===== src/rtl/mdm_pkg.sv =====
package mdm_pkg;

    localparam int NLINES = 16;
    localparam int LW     = $clog2(NLINES);
    localparam int RW     = 16;

    // control register bit positions
    localparam int C_BUSY  = 4;
    localparam int C_SCAN  = 5;
    localparam int C_IE    = 6;
    localparam int C_DONE  = 7;
    localparam int C_LOOP  = 9;
    localparam int C_CLRMX = 10;
    localparam int C_CLRSC = 11;
    localparam int C_FLAG  = 12;

    // input signals of one line; packed order matches flag bits 15:12
    typedef struct packed {
        logic ring;
        logic car;
        logic cts;
        logic srx;
    } mdm_in_t;

    // output latches of one line; packed order matches status bits 3:0
    typedef struct packed {
        logic stx;
        logic rts;
        logic dtr;
        logic len;
    } mdm_out_t;

    localparam int IW = $bits(mdm_in_t);
    localparam int OW = $bits(mdm_out_t);

    typedef enum logic [1:0] {
        S_IDLE  = 2'd0,
        S_FETCH = 2'd1,
        S_CHECK = 2'd2
    } scan_st_e;

    // loopback: line inputs taken from the line's own outputs
    function automatic mdm_in_t loop_map(input mdm_out_t o);
        mdm_in_t r;
        r.ring = 1'b0;
        r.car  = o.dtr;
        r.cts  = o.rts;
        r.srx  = o.stx;
        return r;
    endfunction

    function automatic logic [RW-1:0] pack_status(input mdm_in_t i, input mdm_out_t o);
        return {{(RW-IW-OW){1'b0}}, i, o};
    endfunction

endpackage


===== src/rtl/mdm_sync.sv =====
module mdm_sync #(
    parameter int W = 4
) (
    input  logic         clk,
    input  logic         rst,
    input  logic [W-1:0] d,
    output logic [W-1:0] q
);
    logic [W-1:0] meta_q;

    always_ff @(posedge clk) begin
        if (rst) begin
            meta_q <= '0;
            q      <= '0;
        end else begin
            meta_q <= d;
            q      <= meta_q;
        end
    end
endmodule


===== src/rtl/mdm_line_regs.sv =====
module mdm_line_regs
    import mdm_pkg::*;
#(
    parameter int N = NLINES
) (
    input  logic                 clk,
    input  logic                 rst,
    input  logic                 wr_ok,
    input  logic [$clog2(N)-1:0] wr_line,
    input  mdm_out_t             wr_val,
    input  logic                 clr_all,
    output mdm_out_t [N-1:0]     lat
);
    genvar g;
    generate
        for (g = 0; g < N; g++) begin : g_line
            always_ff @(posedge clk) begin
                if (rst || clr_all) begin
                    lat[g] <= '0;
                end else if (wr_ok && wr_line == g) begin
                    lat[g] <= wr_val;
                end
            end
        end
    endgenerate


    lat_hold_chk: assert property (@(posedge clk) disable iff (rst)
        (!wr_ok && !clr_all) |=> $stable(lat));
endmodule


===== src/rtl/mdm_scan_fsm.sv =====
module mdm_scan_fsm
    import mdm_pkg::*;
#(
    parameter int N = NLINES
) (
    input  logic                 clk,
    input  logic                 rst,
    input  logic                 scan_en,
    input  logic                 done,
    input  logic                 clr,
    input  mdm_in_t [N-1:0]      eff_in,
    output logic                 busy,
    output logic                 hit,
    output logic [$clog2(N)-1:0] hit_line,
    output mdm_in_t              hit_flags
);
    localparam int PW = $clog2(N);
    localparam logic [PW-1:0] LAST = PW'(N - 1);

    scan_st_e        state;
    logic [PW-1:0]   ptr;
    mdm_in_t [N-1:0] snap;
    mdm_in_t         cur_q;
    mdm_in_t         diff_q;

    always_ff @(posedge clk) begin
        if (rst) begin
            state  <= S_IDLE;
            ptr    <= '0;
            snap   <= '0;
            cur_q  <= '0;
            diff_q <= '0;
        end else if (clr) begin
            state <= S_IDLE;
            ptr   <= '0;
        end else begin
            unique case (state)
                S_IDLE: begin
                    if (scan_en && !done) state <= S_FETCH;
                end
                S_FETCH: begin
                    cur_q  <= eff_in[ptr];
                    diff_q <= eff_in[ptr] ^ snap[ptr];
                    state  <= S_CHECK;
                end
                S_CHECK: begin
                    if (diff_q != '0) snap[ptr] <= cur_q;
                    ptr   <= (ptr == LAST) ? '0 : ptr + 1'b1;
                    state <= S_IDLE;
                end
                default: state <= S_IDLE;
            endcase
        end
    end

    assign busy      = (state != S_IDLE);
    assign hit       = (state == S_CHECK) && (diff_q != '0) && !clr;
    assign hit_line  = ptr;
    assign hit_flags = diff_q;


    busy_drop_chk: assert property (@(posedge clk) disable iff (rst)
        (!scan_en && $past(!scan_en) && $past(!scan_en, 2)) |-> !busy);


    done_halt_chk: assert property (@(posedge clk) disable iff (rst)
        (!busy && done) |=> !busy);
endmodule


===== src/rtl/mdm_scanner.sv =====
module mdm_scanner
    import mdm_pkg::*;
(
    input  logic              clk,
    input  logic              rst,
    input  logic              reg_addr,
    input  logic              reg_wr,
    input  logic [15:0]       reg_wdata,
    output logic [15:0]       reg_rdata,
    input  logic [NLINES-1:0] car_i,
    input  logic [NLINES-1:0] cts_i,
    input  logic [NLINES-1:0] ring_i,
    input  logic [NLINES-1:0] srx_i,
    output logic [NLINES-1:0] len_o,
    output logic [NLINES-1:0] dtr_o,
    output logic [NLINES-1:0] rts_o,
    output logic [NLINES-1:0] stx_o,
    output logic              irq_o
);
    // control state
    logic [LW-1:0] sel_q;
    logic          scan_en_q;
    logic          ie_q;
    logic          done_q;
    logic          loop_q;
    mdm_in_t       flags_q;

    mdm_in_t [NLINES-1:0]  raw_in;
    mdm_in_t [NLINES-1:0]  sync_in;
    mdm_in_t [NLINES-1:0]  eff_in;
    mdm_out_t [NLINES-1:0] lat;

    logic          busy;
    logic          hit;
    logic [LW-1:0] hit_line;
    mdm_in_t       hit_flags;

    logic ctl_wr, st_wr, st_wr_ok, clr_mux, clr_scan, force_done, resume;
    logic unused_wbits;

    assign ctl_wr     = reg_wr && !reg_addr;
    assign st_wr      = reg_wr && reg_addr;
    assign st_wr_ok   = st_wr && !scan_en_q && !busy;
    assign clr_mux    = ctl_wr && reg_wdata[C_CLRMX];
    assign clr_scan   = ctl_wr && (reg_wdata[C_CLRSC] || reg_wdata[C_CLRMX]);
    assign force_done = ctl_wr && reg_wdata[C_DONE] && reg_wdata[C_IE];
    assign resume     = ctl_wr && reg_wdata[C_SCAN];
    assign unused_wbits = ^{reg_wdata[15:C_FLAG], reg_wdata[8], reg_wdata[C_BUSY]};

    genvar g;
    generate
        for (g = 0; g < NLINES; g++) begin : g_pins
            assign raw_in[g] = '{ring: ring_i[g], car: car_i[g], cts: cts_i[g], srx: srx_i[g]};
            assign eff_in[g] = loop_q ? loop_map(lat[g]) : sync_in[g];
            assign len_o[g]  = lat[g].len;
            assign dtr_o[g]  = lat[g].dtr;
            assign rts_o[g]  = lat[g].rts;
            assign stx_o[g]  = lat[g].stx;
        end
    endgenerate

    mdm_sync #(.W(IW * NLINES)) u_sync (
        .clk (clk),
        .rst (rst),
        .d   (raw_in),
        .q   (sync_in)
    );

    mdm_line_regs #(.N(NLINES)) u_lines (
        .clk     (clk),
        .rst     (rst),
        .wr_ok   (st_wr_ok),
        .wr_line (sel_q),
        .wr_val  (mdm_out_t'(reg_wdata[OW-1:0])),
        .clr_all (clr_mux),
        .lat     (lat)
    );

    mdm_scan_fsm #(.N(NLINES)) u_scan (
        .clk       (clk),
        .rst       (rst),
        .scan_en   (scan_en_q),
        .done      (done_q),
        .clr       (clr_scan),
        .eff_in    (eff_in),
        .busy      (busy),
        .hit       (hit),
        .hit_line  (hit_line),
        .hit_flags (hit_flags)
    );

    always_ff @(posedge clk) begin
        if (rst) begin
            sel_q     <= '0;
            scan_en_q <= 1'b0;
            ie_q      <= 1'b0;
            done_q    <= 1'b0;
            loop_q    <= 1'b0;
            flags_q   <= '0;
        end else begin
            if (ctl_wr) begin
                sel_q     <= reg_wdata[LW-1:0];
                scan_en_q <= reg_wdata[C_SCAN];
                ie_q      <= reg_wdata[C_IE];
                loop_q    <= reg_wdata[C_LOOP];
                if (clr_scan) begin
                    done_q  <= 1'b0;
                    flags_q <= '0;
                end else if (force_done) begin
                    done_q <= 1'b1;
                end else if (resume) begin
                    done_q  <= 1'b0;
                    flags_q <= '0;
                end
            end
            if (hit) begin
                done_q  <= 1'b1;
                flags_q <= hit_flags;
                sel_q   <= hit_line;
            end
        end
    end

    assign irq_o = done_q && ie_q;

    always_comb begin
        if (reg_addr) begin
            reg_rdata = pack_status(eff_in[sel_q], lat[sel_q]);
        end else begin
            reg_rdata = {flags_q, 2'b00, loop_q, 1'b0, done_q, ie_q, scan_en_q, busy, sel_q};
        end
    end


    hit_report_chk: assert property (@(posedge clk) disable iff (rst)
        hit |=> (done_q && sel_q == $past(hit_line) && flags_q == $past(hit_flags)));


    force_irq_chk: assert property (@(posedge clk) disable iff (rst)
        (force_done && !clr_scan) |=> (done_q && irq_o));


    clr_mux_chk: assert property (@(posedge clk) disable iff (rst)
        clr_mux |=> (len_o == '0 && dtr_o == '0 && rts_o == '0 && stx_o == '0 && !done_q));
endmodule


===== config.mk =====
export PLATFORM = sky130hd
export DESIGN_NAME = mdm_scanner
export DESIGN_NICKNAME = d
export VERILOG_FILES = /design/src/rtl/mdm_pkg.sv /design/src/rtl/mdm_sync.sv /design/src/rtl/mdm_line_regs.sv /design/src/rtl/mdm_scan_fsm.sv /design/src/rtl/mdm_scanner.sv
export SDC_FILE = /design/constraint.sdc
export NUM_CORES = 1
export LEC_CHECK = 0
export BUFFER_PORTS_ARGS = -buffer_cell sky130_fd_sc_hd__buf_4
export CAP_MARGIN = 10
export CORE_ASPECT_RATIO = 0.6
export CORE_MARGIN = 1
export CORE_UTILIZATION = 55
export DETAILED_ROUTE_END_ITERATION = 16
export PLACE_DENSITY = 0.76
export SYNTH_ARGS = -nofsm -noshare
export SYNTH_HDL_FRONTEND = slang
export SYNTH_SLANG_ARGS = --single-unit

===== constraint.sdc =====
create_clock -name clk -period 4 [get_ports clk]
set_clock_uncertainty 0.1 [all_clocks]
set_input_delay 0 -clock clk [delete_from_list [all_inputs] [get_ports clk]]
set_output_delay 0 -clock clk [all_outputs]
set_load 0.005 [all_outputs]

* Yosys cells after proc, flatten, opt, wreduce, memory -nomap -nowiden
Cells that the tools add are included.
** Operators by class
- Mux-type cells :: 43
- Equal/unequal tests :: 20
- Add/subtract/negate cells :: 1
- $lt $le $gt $ge :: 3
- Reductions and logical operators :: 49
- Bitwise operators :: 2
** Operator list (count)
- $mux W4 :: 29
- $bmux W4 S4 :: 4
- $bwmux W64 :: 1
- $eq A4 B4 Y1 const B :: 9
- $logic_and A1 B1 Y1 :: 30
- $demux W4 S4 :: 1
- $eq A4 B3 Y1 const B :: 4
- $mux W16 :: 1
- $lt A4 B5 Y1 const B :: 2
- $eq A4 B2 Y1 const B :: 2
- $reduce_bool A4 Y1 :: 2
- $reduce_and A3 Y1 :: 2
- $logic_not A1 Y1 :: 5
- $mux W1 :: 5
- $add A4 B1 Y4 const B :: 1
- $eq A4 B1 Y1 const B :: 1
- $ge A4 B1 Y1 const B :: 1
- $logic_not A4 Y1 :: 1
- $pmux W2 S2 :: 1
- $reduce_and A2 Y1 :: 2
- $reduce_bool A2 Y1 :: 2
- $xor A4 B4 Y4 :: 1
- $ne A3 B2 Y1 const B :: 1
- $reduce_bool A3 Y1 :: 1
- other kinds (8) :: 9
** Word-level totals
- Logic and storage cells :: 267
- Output and inout port bits :: 81
- Register bits :: 282

* Longest topological paths before layout
- Depth in word-level cells :: 8
- Gate-level depth with buffers :: 10

* Cells and area by module
A second synthesis with hierarchy kept.
** Unflattened totals
- Cells, all modules :: 1184
- Area, all modules :: 12595.8 sq um
** Modules (own cells, without submodules)
- mdm_scan_fsm :: instances 1, area an instance 4325.4 sq um, cells an instance 427
- mdm_sync :: instances 1, area an instance 3464.6 sq um, cells an instance 270
- mdm_scanner :: instances 1, area an instance 2404.8 sq um, cells an instance 255
- mdm_line_regs :: instances 1, area an instance 2401.1 sq um, cells an instance 232

* Least setup slack after synthesis
OpenSTA, ideal clock, no wires.
- Kind :: register to register
- From :: reg u_scan.ptr[0], in the netlist u_scan.hit_line[0]
- To :: reg u_scan.diff_q (netlist bit u_scan.hit_flags[2])
- Library setup time :: 0.151 ns
- Data arrival time :: 1.848 ns
- Path slack :: 1.902 ns
- Required time :: 3.749 ns
- Cell stages (with the launch flop) :: 7
- Buffers on the path :: 2
- Cell sequence :: dfxtp_1 > buf_4 > buf_6 > mux4_2 > a221oi_1 > xor2_1 > a22oi_1
** On the way
- Longest elaborated chain between the ends :: 3
** RTL lines
- start, declared :: RTL line mdm_scan_fsm.sv:21 : logic [PW-1:0] ptr;
- start signal, assigned :: RTL line mdm_scan_fsm.sv:48 : ptr <= (ptr == LAST) ? '0 : ptr + 1'b1;
- $bmux W4 S4 :: RTL line mdm_scan_fsm.sv:43 : diff_q <= eff_in[ptr] ^ snap[ptr];
- $mux W4 (implied by the code) :: RTL line mdm_scan_fsm.sv:43
- $xor A4 B4 Y4 (*) :: RTL line mdm_scan_fsm.sv:43
- end signal, assigned :: RTL line mdm_scan_fsm.sv:43
- end, declared :: RTL line mdm_scan_fsm.sv:24 : mdm_in_t diff_q;
Every way passes the cells marked *; elsewhere a longest branch is shown, timed or not. The select of a mux whose other input is x is not followed.
A chain may end at the register's enable or synchronous reset.

* Worst setup path after layout
- From :: reg sel_q[1]
- To :: out reg_rdata[5]
** On the way
- Longest elaborated chain between the ends :: 3
** RTL lines
- start, declared :: RTL line mdm_scanner.sv:21 : logic [LW-1:0] sel_q;
- start signal, assigned :: RTL line mdm_scanner.sv:102 : sel_q <= reg_wdata[LW-1:0];
- start signal, assigned :: RTL line mdm_scanner.sv:119 : sel_q <= hit_line;
- $bmux W4 S4 :: RTL line mdm_scanner.sv:128 : reg_rdata = pack_status(eff_in[sel_q], lat[sel_q]);
- $mux W4 (implied by the code) :: RTL line mdm_scanner.sv:128
- $mux W16 :: RTL line mdm_scanner.sv:127 : if (reg_addr) begin
- end, declared :: RTL line mdm_scanner.sv:9 : output logic [15:0] reg_rdata,
No other way between the ends. The select of a mux whose other input is x is not followed.

==> metrics <==
switching share of power=22.38%; largest net degree at the start of global routing=118; fraction of the mapped netlist area in simple logic gates=17.38%; Netlist Area Pre-Place=12,510 µm²; DR top layer=met4; Synth Area in XOR/XNOR=0.3501%; first-iteration detailed-routing DRC count=1,198; PwrDens=379.1 nW/µm²; Final min period=3.419 ns; crit path max fanout=30; Crit Path Category=reg2out; met3 wire length=4.973 mm; sum of negative setup slack=0 ns; Pins Over Slew Limit=0; layout cells sized above 1=22.45%; maximum VDD drop=0.3155 mV; Row Count=42; Worst-Margin Slew=1.051 ns; outcome=complete, no violations; fraction of registers with async set/reset=0%; DRC Markers=0; Final period util=85.47%; clock share of power=42.2%; post-cts resize count=0; fin nets=1,454; RSZ-0062 raised after global routing=false; Die Ht=118.8 µm; Worst Path Required=3.90 ns; Metal-1 WL=15.36 mm; DP HPWL=23.57 mm; gr usage total=29.71%; DRT Wirelength=34.43 mm; Die Footprint=23,370 µm²; Avg Cell Area, Syn=10.57 µm²; DR WL met2=13.61 mm; Setup WS pre-CTS=1.181 ns; first-pass GRT wire length=54.03 mm; final hold violation count=0; Post-Layout Inst Area=15,420 µm²; number of flops mapped to enable cells by yosys=0; drt pass-1 iters=6; Netlist cell types=61; ant diodes=0; Sink Count=282; Clock Tree Root=clkbuf_16; Area after DPL=13,590 µm²; # Max-Cap Violations=0; Int Power=4.538 mW; predominant post-synthesis flop cell=dfxtp_1; post-synthesis compound-gate area fraction=6.951%; sw power=1.309 mW; Final ANT Viol Nets=0; Die Wd=196.7 µm; Adder-Cell Fraction of Synth Area=0.4001%; grt ovf=0; deepest clock path buffer count=3; CP arrival=3.32 ns; number of buffers created by CTS=25; Tightest Hold Check Type=in2reg; Pleak=5.765 nW; Worst-path clk slew=0.06 ns; Worst-Skew Late Latency=0.53 ns; count of final setup violators=0; # port buffers=155; Yosys warnings=0; io pins=165; multiplexer share of the synthesized area=24.70%; post-DR vias/cell=5.798; Max Fclk=292.5 MHz; Relative slew margins=29.87%; total core area=22,180 µm²; gpl congestion=0.9621; Setup WS post-layout=0.5813 ns; area delta synth->final=23.28%; initial antenna violation count=0; Mapped Cells=1,184; Critical Path Start Type=flip-flop; initial core utilization=56.41%; H-tree lvl count=1; combinational share of power=7.4%; Sequential Power Share=50.4%; Post-CTS Setup Inserts=0; Final Core Density=69.54%; Wirelength per Cell=20.38 µm; vias in the first global route=9,493; largest family of logic cells by synthesized area=multiplexers; Seq/Total Area, Yosys=45.13%; flops & latches, synth=282; DR vias=9,793; CTS tree=done; crit path capture type=output pin
==> power by group through the flow <==
stage	clock network (mW)	logic (mW)	registers, mW
2_1_floorplan	0	0.252	2.96
3_3_place_gp	0	0.342	3.01
3_5_place_dp	0	0.347	3.01
4_1_cts	2.48	0.422	2.94
5_1_grt	2.62	0.463	2.95
6_report	2.47	0.432	2.95
==> cell type report <==
type	instances	area, µm²
sequential	282	5652
tap	308	385.4
clock buffer	36	747.0
timing repair buffer	270	2293
multi-input combinational	783	6241
clock inverter	6	88.84
fill	1620	6754
inverter	4	15.01
==> Yosys cell counts, drive strengths merged (5+ instances only) <==
master,count,area [µm²]
a222oi,5,50.05
nand3,36,185.2
nand2,76,285.3
a21oi,68,340.3
o21ai,27,135.1
a22oi,9,72.57
mux2i,121,1211
and3,16,100.1
mux4,78,1778
dfxtp,282,5645
nor2,113,424.2
mux2,9,101.4
a211oi,7,57.55
clkbuf,64,264.0
nor2b,143,894.6
nor3,10,71.32
nand2b,7,43.79
buf,52,341.6
a22o,9,78.83
==> flip-flops by register name (all words and copies together), names as in the netlist <==
signal            flops
u_lines.lat          64
u_scan.snap          64
u_sync.meta_q        64
u_sync.q             64
flags_q               4
sel_q                 4
u_scan.cur_q          4
u_scan.hit_flags      4
u_scan.hit_line       4
u_scan.state          2
done_q                1
ie_q                  1
loop_q                1
scan_en_q             1
==> cells in the final DEF, fill, tap and decap left out, types with 25 or more instances in the layout <==
cell,synthesis,layout
nand3_1,35,35
buf_4,12,168
dlygate4sd3_1,0,100
nor2_1,113,113
nor2b_1,143,143
a21oi_1,68,68
mux4_2,72,72
mux2i_1,121,121
dfxtp_1,282,277
clkbuf_16,0,25
o21ai_0,27,27
nand2_1,76,76
==> stage by stage <==
step | power [mW] | hold WS, ns | cells
5_1_grt | 6.033 | 0.04658 | 1689
2_1_floorplan | 3.209 | 0.02818 | 1186
4_1_cts | 5.844 | 0.01623 | 1689
3_5_place_dp | 3.355 | 0.1160 | 1547
6_report | 5.847 | 0.01890 | 1689
3_3_place_gp | 3.348 | 0.1172 | 1547
==> final timing paths <==
| path | cells after the start | end | slack (ns) | startpoint |
|---|---|---|---|---|
| min | 6 | u_lines.lat[6] | 0.02 | reg_wr |
| max | 6 | reg_rdata[5] | 0.58 | sel_q[1] |
| max reg2reg | 7 | u_scan.hit_flags[3] | 1.15 | u_scan.hit_line[1] |
| min reg2reg | 1 | u_sync.q[29] | 0.34 | u_sync.meta_q[29] |
==> logic make-up after synthesis <==
| kind of cell | after synthesis |
|---|---|
| buffers and inverters | 121 |
| multiplexers | 208 |
| other | 1 |
| adder cells (fa/ha/maj) | 4 |
| flip-flops | 282 |
| XOR/XNOR | 5 |
| AO/OA/AOI/OAI | 140 |
| AND/OR/NAND/NOR | 423 |
==> critical path, stage by stage (launching register included) <==
cell and delay [ns]:
dfxtp_2 0.91, mux4_2 0.59, mux2i_1 0.39, a21oi_1 0.14
a222oi_1 0.42, a21oi_1 0.16, buf_4 0.16
==> routing by layer <==
layer,vias up,track usage [%]
met5,-,0
met4,0,4.845
met3,55,11.58
met2,585,40.45
met1,4657,44.65
li1,4496,-
==> timing repair <==
item                       4_1_cts  5_1_grt
setup endpoints to repair        0        0
hold endpoints to repair       225        0
hold buffers                   100        0
(Power assumes the default switching activity.)
